===== src/rtl/lcd_tg_pkg.sv =====
`timescale 1ns/1ps
package lcd_tg_pkg;

    localparam int REG_ADDR_W = 5;
    localparam int FIELD_W    = 16;

    typedef enum logic [2:0] {
        RG_CTRL  = 3'd0,
        RG_STAT  = 3'd1,
        RG_CFG   = 3'd2,
        RG_HSYNC = 3'd3,
        RG_VSYNC = 3'd4,
        RG_HWIN  = 3'd5,
        RG_VWIN  = 3'd6,
        RG_TOTAL = 3'd7
    } reg_idx_e;

    // bit0 = hs_low ... bit3 = pclk_fall
    typedef struct packed {
        logic pclk_fall;
        logic de_low;
        logic vs_low;
        logic hs_low;
    } pol_cfg_t;

    typedef struct packed {
        logic [FIELD_W-1:0] sync_end;
        logic [FIELD_W-1:0] win_start;
        logic [FIELD_W-1:0] win_end;
        logic [FIELD_W-1:0] period;
    } axis_cfg_t;

    function automatic logic in_span(input logic [31:0] v,
                                     input logic [31:0] lo,
                                     input logic [31:0] hi);
        return (v >= lo) && (v < hi);
    endfunction

endpackage


===== src/rtl/lcd_tg_regs.sv =====
`timescale 1ns/1ps
module lcd_tg_regs
    import lcd_tg_pkg::*;
(
    input  logic                  clk,
    input  logic                  rst,
    input  logic                  wr_en,
    input  logic [REG_ADDR_W-1:0] wr_addr,
    input  logic [31:0]           wr_data,
    input  logic [REG_ADDR_W-1:0] rd_addr,
    output logic [31:0]           rd_data,
    input  logic                  frame_end,
    output logic                  running,
    output logic                  irq_en,
    output logic                  eof_flag,
    output axis_cfg_t             hcfg,
    output axis_cfg_t             vcfg,
    output pol_cfg_t              pol
);

    logic     stop_pend;
    logic     stop_flag;
    logic     wr_hit;
    reg_idx_e wr_idx;
    reg_idx_e rd_idx;

    assign wr_hit = wr_en && (wr_addr[1:0] == 2'b00);
    assign wr_idx = reg_idx_e'(wr_addr[4:2]);
    assign rd_idx = reg_idx_e'(rd_addr[4:2]);

    always_ff @(posedge clk) begin
        if (rst) begin
            running   <= 1'b0;
            stop_pend <= 1'b0;
            stop_flag <= 1'b0;
            eof_flag  <= 1'b0;
            irq_en    <= 1'b0;
            pol       <= '0;
            hcfg      <= '0;
            vcfg      <= '0;
        end else begin
            if (wr_hit) begin
                unique case (wr_idx)
                    RG_CTRL: begin
                        irq_en <= wr_data[2];
                        if (wr_data[1] && running)
                            stop_pend <= 1'b1;
                        else if (wr_data[0] && !running)
                            running <= 1'b1;
                    end
                    RG_STAT: begin
                        eof_flag  <= eof_flag  & wr_data[0];
                        stop_flag <= stop_flag & wr_data[1];
                    end
                    RG_CFG:   pol <= pol_cfg_t'(wr_data[3:0]);
                    RG_HSYNC: hcfg.sync_end <= wr_data[15:0];
                    RG_VSYNC: vcfg.sync_end <= wr_data[15:0];
                    RG_HWIN: begin
                        hcfg.win_start <= wr_data[31:16];
                        hcfg.win_end   <= wr_data[15:0];
                    end
                    RG_VWIN: begin
                        vcfg.win_start <= wr_data[31:16];
                        vcfg.win_end   <= wr_data[15:0];
                    end
                    RG_TOTAL: begin
                        hcfg.period <= wr_data[31:16];
                        vcfg.period <= wr_data[15:0];
                    end
                    default: ;
                endcase
            end
            // frame events take priority over a same-cycle write
            if (frame_end) begin
                eof_flag <= 1'b1;
                if (stop_pend) begin
                    running   <= 1'b0;
                    stop_pend <= 1'b0;
                    stop_flag <= 1'b1;
                end
            end
        end
    end

    always_comb begin
        rd_data = '0;
        unique case (rd_idx)
            RG_CTRL:  rd_data = {29'd0, irq_en, stop_pend, running};
            RG_STAT:  rd_data = {30'd0, stop_flag, eof_flag};
            RG_CFG:   rd_data = {28'd0, pol};
            RG_HSYNC: rd_data = {16'd0, hcfg.sync_end};
            RG_VSYNC: rd_data = {16'd0, vcfg.sync_end};
            RG_HWIN:  rd_data = {hcfg.win_start, hcfg.win_end};
            RG_VWIN:  rd_data = {vcfg.win_start, vcfg.win_end};
            RG_TOTAL: rd_data = {hcfg.period, vcfg.period};
            default:  rd_data = '0;
        endcase
    end

endmodule


===== src/rtl/lcd_tg_axis.sv =====
`timescale 1ns/1ps
module lcd_tg_axis
    import lcd_tg_pkg::*;
#(
    parameter int CNT_W = 12
) (
    input  logic             clk,
    input  logic             rst,
    input  logic             run,
    input  logic             step,
    input  axis_cfg_t        cfg,
    output logic [CNT_W-1:0] cnt,
    output logic             last,
    output logic             sync_on,
    output logic             win_on
);

    assign last    = (32'(cnt) + 32'd1) >= 32'(cfg.period);
    assign sync_on = 32'(cnt) < 32'(cfg.sync_end);
    assign win_on  = in_span(32'(cnt), 32'(cfg.win_start), 32'(cfg.win_end));

    always_ff @(posedge clk) begin
        if (rst || !run)
            cnt <= '0;
        else if (step)
            cnt <= last ? '0 : cnt + 1'b1;
    end

endmodule


===== src/rtl/lcd_tg_pins.sv =====
`timescale 1ns/1ps
module lcd_tg_pins
    import lcd_tg_pkg::*;
(
    input  logic     run,
    input  logic     hs_on,
    input  logic     vs_on,
    input  logic     de_on,
    input  pol_cfg_t pol,
    output logic     hsync,
    output logic     vsync,
    output logic     de,
    output logic     pclk_fall
);

    assign hsync     = (run & hs_on) ^ pol.hs_low;
    assign vsync     = (run & vs_on) ^ pol.vs_low;
    assign de        = (run & de_on) ^ pol.de_low;
    assign pclk_fall = pol.pclk_fall;

endmodule


===== src/rtl/lcd_timing_gen.sv =====
`timescale 1ns/1ps
module lcd_timing_gen
    import lcd_tg_pkg::*;
#(
    parameter int CNT_W = 12
) (
    input  logic                  clk,
    input  logic                  rst,
    input  logic                  wr_en,
    input  logic [REG_ADDR_W-1:0] wr_addr,
    input  logic [31:0]           wr_data,
    input  logic [REG_ADDR_W-1:0] rd_addr,
    output logic [31:0]           rd_data,
    output logic                  hsync,
    output logic                  vsync,
    output logic                  de,
    output logic                  pclk_fall,
    output logic                  frame_end,
    output logic                  irq
);

    localparam int N_AXIS = 2;   // 0 = pixels, 1 = lines

    logic      running;
    logic      irq_en;
    logic      eof_flag;
    axis_cfg_t hcfg;
    axis_cfg_t vcfg;
    pol_cfg_t  pol;

    axis_cfg_t        ax_cfg  [N_AXIS];
    logic             ax_step [N_AXIS];
    logic [CNT_W-1:0] ax_cnt  [N_AXIS];
    logic             ax_last [N_AXIS];
    logic             ax_sync [N_AXIS];
    logic             ax_win  [N_AXIS];

    logic [CNT_W-1:0] h_cnt;
    logic [CNT_W-1:0] v_cnt;
    logic             h_last;

    lcd_tg_regs u_regs (
        .clk       (clk),
        .rst       (rst),
        .wr_en     (wr_en),
        .wr_addr   (wr_addr),
        .wr_data   (wr_data),
        .rd_addr   (rd_addr),
        .rd_data   (rd_data),
        .frame_end (frame_end),
        .running   (running),
        .irq_en    (irq_en),
        .eof_flag  (eof_flag),
        .hcfg      (hcfg),
        .vcfg      (vcfg),
        .pol       (pol)
    );

    assign ax_cfg[0]  = hcfg;
    assign ax_cfg[1]  = vcfg;
    assign ax_step[0] = 1'b1;
    assign ax_step[1] = ax_last[0];

    for (genvar a = 0; a < N_AXIS; a++) begin : g_axis
        lcd_tg_axis #(.CNT_W(CNT_W)) u_axis (
            .clk     (clk),
            .rst     (rst),
            .run     (running),
            .step    (ax_step[a]),
            .cfg     (ax_cfg[a]),
            .cnt     (ax_cnt[a]),
            .last    (ax_last[a]),
            .sync_on (ax_sync[a]),
            .win_on  (ax_win[a])
        );
    end

    assign h_cnt     = ax_cnt[0];
    assign v_cnt     = ax_cnt[1];
    assign h_last    = ax_last[0];
    assign frame_end = running & ax_last[0] & ax_last[1];
    assign irq       = eof_flag & irq_en;

    lcd_tg_pins u_pins (
        .run       (running),
        .hs_on     (ax_sync[0]),
        .vs_on     (ax_sync[1]),
        .de_on     (ax_win[0] & ax_win[1]),
        .pol       (pol),
        .hsync     (hsync),
        .vsync     (vsync),
        .de        (de),
        .pclk_fall (pclk_fall)
    );

endmodule


===== config.mk =====
export PLATFORM = sky130hd
export DESIGN_NAME = lcd_timing_gen
export DESIGN_NICKNAME = d
export VERILOG_FILES = /design/src/rtl/lcd_tg_pkg.sv /design/src/rtl/lcd_tg_regs.sv /design/src/rtl/lcd_tg_axis.sv /design/src/rtl/lcd_tg_pins.sv /design/src/rtl/lcd_timing_gen.sv
export SDC_FILE = /design/constraint.sdc
export NUM_CORES = 1
export LEC_CHECK = 0
export ABC_CLOCK_PERIOD_IN_PS = 3700
export BUFFER_PORTS_ARGS = -buffer_cell sky130_fd_sc_hd__buf_2
export CELL_PAD_IN_SITES_DETAIL_PLACEMENT = 1
export CELL_PAD_IN_SITES_GLOBAL_PLACEMENT = 2
export CORE_MARGIN = 2
export CORE_UTILIZATION = 36
export CTS_CLUSTER_SIZE = 16
export DETAILED_ROUTE_END_ITERATION = 8
export PLACE_DENSITY = 0.85
export SYNTH_ARGS = -nofsm -noshare
export SYNTH_HDL_FRONTEND = slang
export SYNTH_HIERARCHICAL = 1
export SYNTH_SLANG_ARGS = --single-unit

===== constraint.sdc =====
create_clock -name clk -period 3.7 [get_ports clk]
set_input_delay 0 -clock clk [delete_from_list [all_inputs] [get_ports clk]]
set_output_delay 0 -clock clk [all_outputs]
set_load 0.005 [all_outputs]

* Yosys cells after proc, flatten, opt, wreduce, memory -nomap -nowiden
Cells that the tools add are included.
** Word-level totals
- Input bits :: 45
- Logic and storage cells :: 98
- Register bits :: 161
** Cells by class
- Magnitude comparators :: 8
- Equality and inequality tests :: 14
- $add $sub $neg :: 4
- Bitwise operators :: 12
- Reduce and logical (&&, ||, !) cells :: 21
- Muxes and demuxes :: 20
** Operators with widths (count)
- one-hot mux 32 bit (8 select lines) :: 1
- >= comparator 32 x 16 -> 1 bit :: 2
- less-than comparator 12 x 16 -> 1 bit :: 4
- >= comparator 12 x 16 -> 1 bit :: 2
- adder 12 x 1 -> 13 bit (second input constant) :: 2
- adder 12 x 1 -> 12 bit (second input constant) :: 2
- equality test 3 bit (second input constant) :: 8
- 2-to-1 mux 1 bit :: 18
- AND reduction 2 bit :: 8
- equality test 3 x 2 -> 1 bit (second input constant) :: 4
- 2-to-1 mux 12 bit :: 1
- bitwise AND 1 bit :: 9
- equality test 3 x 1 -> 1 bit (second input constant) :: 2
- logical NOT 3 bit :: 2
- logical AND 1 bit :: 5
- nonzero test 2 bit :: 2
- bitwise XOR 1 bit :: 3
- logical NOT 2 bit :: 1
- OR reduction 2 bit :: 1
- logical NOT 1 bit :: 1
- logical OR 1 bit :: 1

* Logic depth before layout (Yosys ltp)
- Word-level depth :: 8
- Mapped depth :: 16
- Depth with buffers taken out :: 15

* Cells and area by module
The synthesis kept the hierarchy.
** By module, submodules not included
- lcd_tg_regs :: area each 5898.2 sq um, seq. area each 2742.6 sq um, cells each 735, times used 1
- lcd_tg_axis at g_axis[1].u_axis :: area each 1929.4 sq um, seq. area each 240.2 sq um, cells each 249, times used 1
- lcd_tg_axis at g_axis[0].u_axis :: area each 1928.1 sq um, seq. area each 240.2 sq um, cells each 250, times used 1
- lcd_tg_pins :: area each 45.0 sq um, seq. area each 0.0 sq um, cells each 7, times used 1
- lcd_timing_gen :: area each 22.5 sq um, seq. area each 0.0 sq um, cells each 4, times used 1

* Worst setup path after synthesis
No wires, ideal clock.
- Path kind :: register to register
- From :: reg g_axis[0].u_axis.cnt[0]
- To :: reg g_axis[1].u_axis.cnt[5]
- Stages on the path, launching flop included :: 17
- Path slack :: 397 ps
- Data arrival time :: 3244 ps
- Library setup time :: 59 ps
- Cells stage by stage :: dfxtp_1 > ha_1 > and3_1 > nand3_1 > or2_2 > nand2_1 > nand2_1 > ha_1 > nand3_1 > o221a_2 > a2bb2oi_1 > clkbuf_1 > nand2_1 > nor2b_1 > clkbuf_1 > a41o_1 > a22o_1
** RTL lines
- start: declaration :: RTL line lcd_tg_axis.sv:12 : output logic [CNT_W-1:0] cnt,
- start signal: assignment :: RTL line lcd_tg_axis.sv:26 : cnt <= last ? '0 : cnt + 1'b1;
- end signal: assignment :: RTL line lcd_tg_axis.sv:26
- end: declaration :: RTL line lcd_tg_axis.sv:12

==> metrics.log <==
[metrics] outcome: completed
[metrics] post-synthesis sequential area ratio: 32.8%
[metrics] Clock Pin Slew Worst Setup and Hold Paths: 0.07 ns
[metrics] total buffers and inverters traversed by the critical path: 1
[metrics] Leak: 4.57 nW
[metrics] area delta synth->final: 17.4%
[metrics] number of endpoints failing setup at the final stage: 0
[metrics] largest net degree at the start of global routing: 78
[metrics] Worst Path Arrival: 3.49 ns
[metrics] total iterations of the first detailed-routing run: 5
[metrics] Final Routed Wirelength: 36100 um
[metrics] average cell area after synthesis: 7.89 um^2
[metrics] starting density of the core: 36.6%
[metrics] GRT Util Overall: 25.5%
[metrics] biggest fanout along the worst timing path: 7
[metrics] EDFF count, synth: 0
[metrics] library cells used by synthesis: 61
[metrics] number of violations reported at the end of detailed-routing iteration 0: 561
[metrics] CTS H-tree depth: 4
[metrics] Sink Count: 161
[metrics] remaining global-route overflow: 0
[metrics] cell taking the most area after synthesis: dfxtp_1
[metrics] placeable core region: 26900 um^2
[metrics] Max-cap violations: 0
[metrics] number of vias after detailed routing: 9286
[metrics] Final min period: 3.49 ns
[metrics] Antenna Nets Post-Route: 0
[metrics] Primary FF master, synth: dfxtp_1
[metrics] source-to-sink clock delay at the later pin of the worst-skew pair: 0.44 ns
[metrics] f_max: 0.287 GHz
[metrics] setup slack of the critical path after layout: 0.211 ns
[metrics] setup slack, reg-to-reg: 0.33 ns
[metrics] summed negative setup slack over all endpoints: 0 ns
[metrics] peak ir drop on the vdd network: 0.281 mV
[metrics] final net count: 1474
[metrics] clock root buffer: clkbuf_16
[metrics] WP data required: 3.70 ns
[metrics] DP Worst Slack: 0.125 ns
[metrics] Critical Path Source Type: flip-flop
[metrics] CTS tree: yes
[metrics] initial antenna violation count: 0
[metrics] share of layout cells above drive strength 1: 14.1%
[metrics] remaining routing DRC violations: 0
[metrics] DP HPWL: 25900 um
[metrics] final antenna diode count: 0
[metrics] number of buffers on the longest clock path: 2
[metrics] detail-routed via count per cell: 5.51
[metrics] YS warnings: 6
[metrics] cell count after synthesis: 1245
[metrics] most area-consuming cells after synthesis: dfxtp_1 33%, ha_1 12%, nand2_1 11%, a21oi_1 7.9%, inv_1 4.0%
[metrics] Die Y-Extent: 169 um
[metrics] path class of the lowest-slack min-delay path: primary input to flip-flop
[metrics] area share of the largest cell type after synthesis: 32.8%
[metrics] final worst-path cycle share: 94.3%
[metrics] share of synthesized registers carrying an async set or reset: 0%
[metrics] kind of cell adding the most delay to the critical path: simple AND/OR/NAND/NOR gates
[metrics] relative slew slack: 33.7%
[metrics] Critical Path, Cell by Cell: ha_2, and3_1, nand3_1, nor2_1, xnor2_1, ha_1, nand3_1, nor4_4, o2111ai_4, nand2_1, and3_1, buf_2
[metrics] total CTS buffers: 17
[metrics] slowest cell delay on critical path: 0.47 ns
[metrics] via count of the first global-routing pass: 9555
[metrics] category of the most critical setup path: flip-flop to primary output
[metrics] Chip Width: 169 um
[metrics] clock skew: 0.0119 ns
[metrics] number of primary I/O pins: 83
[metrics] final std cell area, no fill: 11500 um^2
[metrics] floorplan die area: 28600 um^2
[metrics] number of rows created at floorplan: 60
[metrics] total count of hold-check failures in the final report: 0
[metrics] Seq cells post-synth: 161
[metrics] post-placement cell area: 10500 um^2
[metrics] Final Slew Violations: 0
[metrics] Post-Syn Area: 9820 um^2
[metrics] first-pass GRT wire length: 55700 um
[metrics] slew of the pin with the lowest slew margin: 0.990 ns
[metrics] input/output buffers: 80
[metrics] Pwr per Cell Area: 341 nW/um^2
[metrics] Avg WL per Cell: 21.4 um
[metrics] type of destination of the critical path: primary output
[metrics] final RePlAce weighted congestion: 0.839
[metrics] library cell contributing the largest single delay on the critical path: dfxtp_1
==> cell families after synthesis <==
| kind of cell | Yosys count | share of synthesized area [%] |
|---|---|---|
| AO/OA/AOI/OAI | 296 | 19.3 |
| XOR/XNOR | 22 | 1.96 |
| adder cells (fa/ha/maj) | 96 | 12.2 |
| buffers and inverters | 180 | 7.45 |
| flip-flops | 161 | 32.8 |
| multiplexers | 41 | 5.91 |
| other | 1 | 0.0382 |
| AND/OR/NAND/NOR | 448 | 20.3 |
==> report_power, final <==
group          internal (W)  total, W  switching, W
clock               0.00113   0.00191      0.000786
combinational     0.0000990  0.000269      0.000170
sequential          0.00174   0.00175     0.0000107
==> timing repair <==
item	CTS	global route
endpoints found under the hold margin	135	0
hold buffers	35	0
setup buffers	0	0
endpoints found under the setup margin	0	17
resized for setup	0	8
==> worst reg2reg max path: cells and delay by family (launching register included) <==
family                     cells  cell delay [ns]
and+or+nand+nor                7             1.46
buffers and inverters          1             0.24
DFF                            1             0.41
adders and majority gates      2             0.51
AOI/OAI and AO/OA              3             0.70
==> routing by layer <==
metal	share of wire, %	GRT usage, %
met3	3.4	3.38
met2	49	44.5
met5	0	0
met4	2.4	8.21
met1	46	32.6
==> worst paths after layout <==
check | cells after the start | endpoint | start
setup / recovery | 12 | frame_end | g_axis[1].u_axis/cnt[1]$_SDFFE_PP0P_
setup reg to reg | 13 | g_axis[0].u_axis/cnt[7]$_SDFFE_PP0P_ | g_axis[0].u_axis/cnt[0]$_SDFFE_PP0P_
hold reg to reg | 2 | u_regs/vcfg[44]$_SDFFE_PP0P_ | u_regs/vcfg[44]$_SDFFE_PP0P_
hold / removal | 4 | u_regs/running$_SDFF_PP0_ | wr_addr[0]
==> cells in the final DEF, fill, tap and decap left out, drive strengths merged, types with 20 or more instances in the layout <==
cell	n
dlygate4sd3	35
ha	96
nand2	295
inv	107
o21ai	20
nor2b	26
nand3	26
a22o	31
nor2	35
dfxtp	161
buf	107
a21oi	155
==> cell usage after synthesis (3+ instances only) <==
cell type and count:
and3_1 14, a211oi_1 4, dfxtp_1 161, and2_1 3
nor2b_1 26, o22ai_1 6, nand2_1 295, buf_2 26
o21ai_0 18, nor4_1 6, nand2b_1 7, a21o_1 12
clkbuf_1 42, a22o_1 31, a41o_1 12, nand4_1 4
mux4_2 12, and4_1 4, o21a_1 4, xnor2_1 18
nor3_1 5, nor2_1 35, a22oi_1 16, mux2i_1 13
or2_2 5, inv_1 105, or3_1 5, nand3_1 26
a41oi_1 4, xor2_1 4, a21oi_1 155, mux2_2 16
a211o_1 4, ha_1 96, o2111ai_1 6, nor3b_1 3
==> state kept, by name, summed over array words and instances (netlist names) <==
signal / cells
u_regs/vcfg: 64
u_regs/pol: 4
g_axis.u_axis/cnt: 24
u_regs/stop_flag: 1
u_regs/hcfg: 64
u_regs/irq_en: 1
u_regs/eof_flag: 1
u_regs/running: 1
u_regs/stop_pend: 1
==> metrics by stage <==
step                      util [%]  instances  total power, W  hold WS (ns)
after floorplan                  -       1247         0.00192         0.136
after global placement        39.2       1620         0.00202         0.265
after detailed placement      39.2       1620         0.00203         0.278
after CTS                     42.8       1686         0.00396        0.0262
after global routing          42.9       1686         0.00407        0.0834
final                         42.9       1686         0.00394        0.0449
==> final cells by class <==
cell class,count,area (um^2)
fillers,3274,15300
repair buffers,142,956
well taps,341,427
clock inverters,13,185
multi-input cells,906,5920
flip-flops and latches,161,3230
clock buffers,18,429
inverters,105,394
Note: power is estimated with default switching activity, not from simulation.
